--- src/rtl/cfgbr_pkg.sv ---
package cfgbr_pkg;

    parameter int DATA_W   = 8;
    parameter int PAGE_W   = 8;
    parameter int OFS_W    = 21;
    parameter int SEL_W    = 2;
    localparam int FADDR_W = PAGE_W + OFS_W;

    localparam int BIT_REV   = 0;
    localparam int BIT_LEVEL = 7;

    typedef enum logic [SEL_W-1:0] {
        SEL_MODE = 2'd0,
        SEL_PAGE = 2'd1,
        SEL_DATA = 2'd2,
        SEL_NONE = 2'd3
    } reg_sel_e;

    typedef struct packed {
        logic level;
        logic rev;
    } mode_t;

    typedef struct packed {
        logic mode_we;
        logic page_we;
        logic data_we;
    } wr_en_t;

    function automatic logic [DATA_W-1:0] order_byte(input logic [DATA_W-1:0] b,
                                                     input logic rev);
        logic [DATA_W-1:0] r;
        for (int i = 0; i < DATA_W; i++) r[i] = b[DATA_W-1-i];
        return rev ? r : b;
    endfunction

endpackage

--- src/rtl/cfgbr_decode.sv ---
module cfgbr_decode
    import cfgbr_pkg::*;
(
    input  logic             bus_wr,
    input  logic [SEL_W-1:0] bus_addr,
    output wr_en_t           wen
);
    reg_sel_e sel;

    always_comb begin
        sel         = reg_sel_e'(bus_addr);
        wen         = '0;
        wen.mode_we = bus_wr && (sel == SEL_MODE);
        wen.page_we = bus_wr && (sel == SEL_PAGE);
        wen.data_we = bus_wr && (sel == SEL_DATA);
    end

    always_comb begin
        if (bus_wr) begin
            assert_onehot_wen_R8: assert ($onehot0({wen.mode_we, wen.page_we, wen.data_we}));
        end
    end
endmodule

--- src/rtl/cfgbr_regs.sv ---
module cfgbr_regs
    import cfgbr_pkg::*;
#(
    parameter int DW  = DATA_W,
    parameter int PW  = PAGE_W,
    parameter int OW  = OFS_W
) (
    input  logic             clk,
    input  logic             rst,
    input  wr_en_t           wen,
    input  logic [SEL_W-1:0] bus_addr,
    input  logic [DW-1:0]    bus_wdata,
    input  logic [OW-1:0]    lb_offset,
    output logic [DW-1:0]    bus_rdata,
    output logic [PW+OW-1:0] flash_addr,
    output mode_t            mode
);
    logic [PW-1:0] page;

    always_ff @(posedge clk) begin
        if (rst) begin
            mode <= '0;
            page <= '0;
        end else begin
            if (wen.mode_we) begin
                mode.rev   <= bus_wdata[BIT_REV];
                mode.level <= bus_wdata[BIT_LEVEL];
            end
            if (wen.page_we) page <= bus_wdata[PW-1:0];
        end
    end

    always_comb begin
        bus_rdata = '0;
        case (reg_sel_e'(bus_addr))
            SEL_MODE: begin
                bus_rdata[BIT_REV]   = mode.rev;
                bus_rdata[BIT_LEVEL] = mode.level;
            end
            SEL_PAGE: bus_rdata[PW-1:0] = page;
            default:  bus_rdata = '0;
        endcase
    end

    assign flash_addr = {page, lb_offset};

    assert_page_hold_R3: assert property (@(posedge clk) disable iff (rst)
        !wen.page_we |=> $stable(page));

    assert_mode_hold_R2: assert property (@(posedge clk) disable iff (rst)
        !wen.mode_we |=> $stable(mode));
endmodule

--- src/rtl/cfgbr_cfg_port.sv ---
module cfgbr_cfg_port
    import cfgbr_pkg::*;
#(
    parameter int DW = DATA_W
) (
    input  logic          clk,
    input  logic          rst,
    input  logic          data_we,
    input  logic          done,
    input  logic          rev,
    input  logic [DW-1:0] wdata,
    output logic [DW-1:0] cfg_data,
    output logic          cfg_cs_n,
    output logic          cfg_wr_n,
    output logic          cfg_strobe
);
    logic accept;
    assign accept = data_we && !done;

    always_ff @(posedge clk) begin
        if (rst) begin
            cfg_data   <= '0;
            cfg_cs_n   <= 1'b1;
            cfg_wr_n   <= 1'b1;
            cfg_strobe <= 1'b0;
        end else begin
            cfg_strobe <= accept;
            cfg_cs_n   <= !accept;
            cfg_wr_n   <= !accept;
            if (accept) cfg_data <= order_byte(wdata, rev);
        end
    end

    assert_done_blocks_R7: assert property (@(posedge clk) disable iff (rst)
        (data_we && done) |=> (!cfg_strobe && cfg_cs_n && $stable(cfg_data)));

    assert_accept_pulse_R5: assert property (@(posedge clk) disable iff (rst)
        (data_we && !done) |=> (cfg_strobe && !cfg_cs_n && !cfg_wr_n));

    assert_reverse_ends_R6: assert property (@(posedge clk) disable iff (rst)
        (data_we && !done && rev) |=>
        (cfg_data[0] == $past(wdata[DW-1]) && cfg_data[DW-1] == $past(wdata[0])));
endmodule

--- src/rtl/cfgbr_irq.sv ---
module cfgbr_irq (
    input  logic clk,
    input  logic rst,
    input  logic level,
    input  logic evt_in,
    input  logic irq_clr,
    input  logic mode_wr,
    output logic irq_out
);
    logic evt_q;
    logic pending;
    logic rise;

    assign rise = evt_in && !evt_q;

    always_ff @(posedge clk) begin
        if (rst) begin
            evt_q   <= 1'b0;
            pending <= 1'b0;
        end else begin
            evt_q <= evt_in;
            if (rise && !level)            pending <= 1'b1;
            else if (irq_clr || mode_wr)   pending <= 1'b0;
        end
    end

    assign irq_out = level ? evt_in : pending;

    assert_edge_sets_R9: assert property (@(posedge clk) disable iff (rst)
        (rise && !level && !mode_wr) |=> irq_out);

    assert_clear_drops_R10: assert property (@(posedge clk) disable iff (rst)
        (irq_clr && !mode_wr && !rise && !level) |=> !irq_out);
endmodule

--- src/rtl/cfgbr_top.sv ---
module cfgbr_top
    import cfgbr_pkg::*;
#(
    parameter int DW = DATA_W,
    parameter int PW = PAGE_W,
    parameter int OW = OFS_W
) (
    input  logic             clk,
    input  logic             rst,
    input  logic             bus_wr,
    input  logic [SEL_W-1:0] bus_addr,
    input  logic [DW-1:0]    bus_wdata,
    output logic [DW-1:0]    bus_rdata,
    input  logic [OW-1:0]    lb_offset,
    output logic [PW+OW-1:0] flash_addr,
    input  logic             cfg_done,
    output logic [DW-1:0]    cfg_data,
    output logic             cfg_cs_n,
    output logic             cfg_wr_n,
    output logic             cfg_strobe,
    input  logic             evt_in,
    input  logic             irq_clr,
    output logic             irq_out
);
    wr_en_t wen;
    mode_t  mode;

    cfgbr_decode u_dec (
        .bus_wr   (bus_wr),
        .bus_addr (bus_addr),
        .wen      (wen)
    );

    cfgbr_regs #(.DW(DW), .PW(PW), .OW(OW)) u_regs (
        .clk        (clk),
        .rst        (rst),
        .wen        (wen),
        .bus_addr   (bus_addr),
        .bus_wdata  (bus_wdata),
        .lb_offset  (lb_offset),
        .bus_rdata  (bus_rdata),
        .flash_addr (flash_addr),
        .mode       (mode)
    );

    cfgbr_cfg_port #(.DW(DW)) u_port (
        .clk        (clk),
        .rst        (rst),
        .data_we    (wen.data_we),
        .done       (cfg_done),
        .rev        (mode.rev),
        .wdata      (bus_wdata),
        .cfg_data   (cfg_data),
        .cfg_cs_n   (cfg_cs_n),
        .cfg_wr_n   (cfg_wr_n),
        .cfg_strobe (cfg_strobe)
    );

    cfgbr_irq u_irq (
        .clk     (clk),
        .rst     (rst),
        .level   (mode.level),
        .evt_in  (evt_in),
        .irq_clr (irq_clr),
        .mode_wr (wen.mode_we),
        .irq_out (irq_out)
    );
endmodule

--- config.mk ---
export PLATFORM = sky130hd
export DESIGN_NAME = cfgbr_top
export DESIGN_NICKNAME = d
export VERILOG_FILES = /design/src/rtl/cfgbr_pkg.sv /design/src/rtl/cfgbr_decode.sv /design/src/rtl/cfgbr_regs.sv /design/src/rtl/cfgbr_cfg_port.sv /design/src/rtl/cfgbr_irq.sv /design/src/rtl/cfgbr_top.sv
export SDC_FILE = /design/constraint.sdc
export NUM_CORES = 1
export LEC_CHECK = 0
export BUFFER_PORTS_ARGS = -buffer_cell sky130_fd_sc_hd__buf_4
export CAP_MARGIN = 40
export CORE_MARGIN = 1
export CORE_UTILIZATION = 39
export DETAILED_ROUTE_END_ITERATION = 6
export PLACE_DENSITY = 0.79
export SETUP_SLACK_MARGIN = 0.3
export SYNTH_ARGS = -nofsm -noshare
export SYNTH_HDL_FRONTEND = slang
export SYNTH_HIERARCHICAL = 1
export SYNTH_SLANG_ARGS = --single-unit
--- constraint.sdc ---
create_clock -name clk -period 1.2 [get_ports clk]
set_clock_uncertainty 0.1 [all_clocks]
set_input_delay 0.12 -clock clk [delete_from_list [all_inputs] [get_ports clk]]
set_output_delay 0.12 -clock clk [all_outputs]
set_load 0.01 [all_outputs]
After elaboration in Yosys (flattened, before gate mapping)
Index checks and enable logic that the tools add are counted.
- bits in registers: 22
- input port bits: 37
- logic and storage cells: 30
- equality and inequality tests: 2
- mux-type cells: 7
- reductions and logical operators: 13
- operators by type and width (kind ; count):
    $mux 8 ; 1
    $logic_and 1x1->1 ; 6
    $mux 6 ; 1
    $logic_not 1->1 ; 4
    $pmux 1 s2 ; 2
    $mux 1 ; 3
    $eq 2x1->1 const B ; 1
    $eq 2x2->1 const B ; 1
    $logic_not 2->1 ; 1
    $reduce_bool 2->1 ; 1
    $logic_or 1x1->1 ; 1

Longest topological paths before layout
- depth in word-level cells: 5
- mapped depth: 4
- depth with buffers taken out: 3

By module
Netlist, hierarchy kept.
- by module, submodules not included (module ; times used ; cells an instance ; area an instance (um^2) ; seq. area each (um^2)):
    cfgbr_regs ; 1 ; 64 ; 590.6 ; 200.2
    cfgbr_cfg_port ; 1 ; 32 ; 409.1 ; 200.2
    cfgbr_irq ; 1 ; 7 ; 83.8 ; 40.0
    cfgbr_decode ; 1 ; 3 ; 30.0 ; 0.0

Least setup slack after synthesis
Ideal clock, no wire load.
- path type: reg2reg
- start point: register u_regs/mode[0] (netlist name)
- end point: register u_port.cfg_data[0]
- data arrival time: 735 ps
- path slack: 247 ps
- cell stages (with the launch flop): 4
- period minus slack after synthesis: 953 ps
- cell sequence: dfxtp_1 -> buf_4 -> mux2i_1 -> o2bb2ai_1
- word-level cells in the longest chain between the ends: 1
- ends and longest elaborated chain (item ; line ; RTL):
    $mux 8 ; cfgbr_pkg.sv:34 ; return rev ? r : b;
    end signal: assignment ; cfgbr_cfg_port.sv:30 ; if (accept) cfg_data <= order_byte(wdata, rev);
    end: declaration ; cfgbr_cfg_port.sv:12 ; output logic [DW-1:0] cfg_data,
Every way passes these cells.
A chain may end at the register's enable or synchronous reset.

Worst setup path in the final report
- start point: register u_regs/mode[1] (netlist name)
- end point: output irq_out
- word-level cells in the longest chain between the ends: 1
- ends and longest elaborated chain (item ; line ; RTL):
    $mux 1 ; cfgbr_irq.sv:27 ; assign irq_out = level ? evt_in : pending;
    end: declaration ; cfgbr_top.sv:23 ; output logic irq_out
Every way passes these cells.

==> results.toml <==
[run_status]
status = "complete, but fails checks"
violations = "setup timing"

[setup_path]
r2r_cells = 4
r2r_start = "u_regs/mode[0]"
r2r-end = "u_port/cfg_data[1]"
path_max_fanout = 3
startpoint = "u_regs/mode[1]"
r2r_slack_ns = 0.03
crit_path_start_kind = "register"
end_kind = "primary output"
cp_data_required_time_ns = 0.98
cp.arrival_ns = 1.10
path_class = "reg2out"

[finish]
diodes = 0
stdcell_count = 183
layout_common_cells = "buf_6 (31), buf_4 (21), mux2i_1 (17)"
drive_above_1_share = 0.6316
fin_nets = 190
syn_to_final_growth_pct = 61.91
mostFrequentLayoutCell = "buf_6"
final_util = 0.6595
fin_area_sq_um = 1803

[grt]
antenna_found_initial = 0
grt_first_pass_wirelength_mm = 4.602
grt_use_total = 0.1877
grt_max_degree = 15
grt_pass1_vias = 989
overflow = 0

[yosys]
synth_top_area_frac = 0.3955
synthCells = 106
synth_fp_nets = 143
ys_ff_latch = 22
synth_area_per_cell_sq_um = 10.51
netlist_area_sq_um = 1114
yosys_warnings = 6
synth_area_leaders = "dfxtp_1 (40%), mux2i_1 (18%), buf_4 (16%)"
ys_types = 18
synth_top_cell_by_area = "dfxtp_1"
yosysSeqAreaShare = 0.3955

[floorplan]
coreArea_sq_um = 2734
top_level_ports = 86
dieWidth_um = 55.44
die_h_um = 55.44
std_cell_rows = 19
initial_core_util = 0.4073
die_area_sq_um = 3073

[sta]
rsz0062_at_grt = "yes"
setup_slack_ns = -0.1178
relSlewSlack = 0.7536
setup_violations = 3
hold_slack_ns = 0.003890
hold_viol = 0
min_period_over_period = 1.098
tns_ns = -0.1447
fin_crit_ns = 1.318
worstMarginPinSlew_ns = 0.3679
maxSlewViolCount = 0
fmax_mhz = 758.8

[placement]
portBuffers = 43
dp_hpwl_mm = 1.785
post-place-ws_ns = 0.04706
placedInstanceArea_sq_um = 1311
finalWeightedCongestion = 0.7732
place_inst = 156

[routing]
firstDrtPassIters = 4
post-route-drc-count = 0
wl_per_cell_um = 16.26
drt_iter0_drc = 8
via_per_inst = 4.956
vias = 907
ant_nets = 0
wirelength_mm = 2.976

[job]
drv_cap = 0

[power]
vdd_ir_drop_max_v = 0.0007859
powerDensity_nw_per_um2 = 902.2
leakagePower_nw = 0.8473
power_mw = 1.627

[hold_path]
hold_class = "in2reg"
worstHoldStart = "rst"
hold-path-endpoint = "u_regs/mode[1]"
min_path_cells = 2

[clocking]
h-tree-depth = 1
clk_pin_slew_worst_paths_ns = 0.12
cts_tree = "yes"
clk_latency_ns = 0.30
cts.path.max_buffers = 2
clkSinkCount = 22
cts-buffers-inserted = 3
cts_root_buf = "clkbuf_4"
cell families (layout without fill, tap and decap cells):
family / Yosys count / in the layout / share of synthesized area
compound gates: 10 / 10 / 0.08428
buf+inv: 27 / 73 / 0.1764
flops: 22 / 22 / 0.3955
mux: 21 / 21 / 0.1899
simple gates: 26 / 26 / 0.1539
flip-flops by register name, summed over array words and instances (netlist names):
register,count
u_irq/evt_q,1
u_irq/pending,1
u_port/cfg_data,8
u_port/cfg_strobe,1
u_port/cfg_wr_n,1
u_regs/mode,2
u_regs/page,8
what timing repair did:
item | CTS | global route
endpoints found under the setup margin | 36 | 45
endpoints found under the hold margin | 12 | 1
hold buffers | 11 | 1
resized for setup | 57 | 18
gates cloned | 1 | 0
buffers inserted | 5 | 5
pin swaps | 2 | 3
synth_stat cells:
master,instances
inv_1,2
nor2_1,13
dfxtp_1,22
nand3b_4,1
nor4b_2,1
buf_4,23
nor2b_1,1
a21o_1,1
mux2i_1,20
o2bb2ai_1,8
buf_6,1
nor2b_4,1
and2_1,6
and3b_1,2
a21oi_4,1
nor3b_2,1
clkbuf_2,1
mux2_2,1
worst max-delay path by stage:
| stage | endpoint | cells after the start | slack [ns] |
|---|---|---|---|
| 2_1_floorplan | u_port/cfg_data[0] | 3 | 0.29 |
| 3_3_place_gp | u_regs/page[6] | 5 | 0.10 |
| 3_5_place_dp | u_regs/page[4] | 5 | 0.05 |
| 4_1_cts | irq_out | 2 | -0.14 |
| 5_1_grt | irq_out | 2 | -0.16 |
| 6_report | irq_out | 2 | -0.12 |
cell type report:
cell class                 count  area, sq um
tap                           31        38.79
sequential                    22        475.5
timing repair buffer          67        704.4
inverter                       2        7.507
clock buffer                   3        22.52
clock inverter                 1        30.03
multi-input combinational     57        524.3
fill                         213        930.9
power by group:
part           internal, mW  leakage (nW)  total [mW]  switching [mW]
registers             0.750         0.189       0.769          0.0192
logic                 0.185         0.631       0.306           0.121
clock network         0.337        0.0279       0.552           0.214
routing by layer:
layer  vias to the layer above  track usage  routed length [um]
met5                         -            0                   0
met2                        41       0.3460                1480
met1                       417       0.2044                1159
li1                        431            -                   -
met4                         0      0.07500                  95
met3                        18      0.04450                 240
critical path: stages (launching register included):
cell and delay [ns]:
dfxtp_4 0.38, mux2_4 0.30, buf_6 0.12
(Power assumes the default switching activity.)
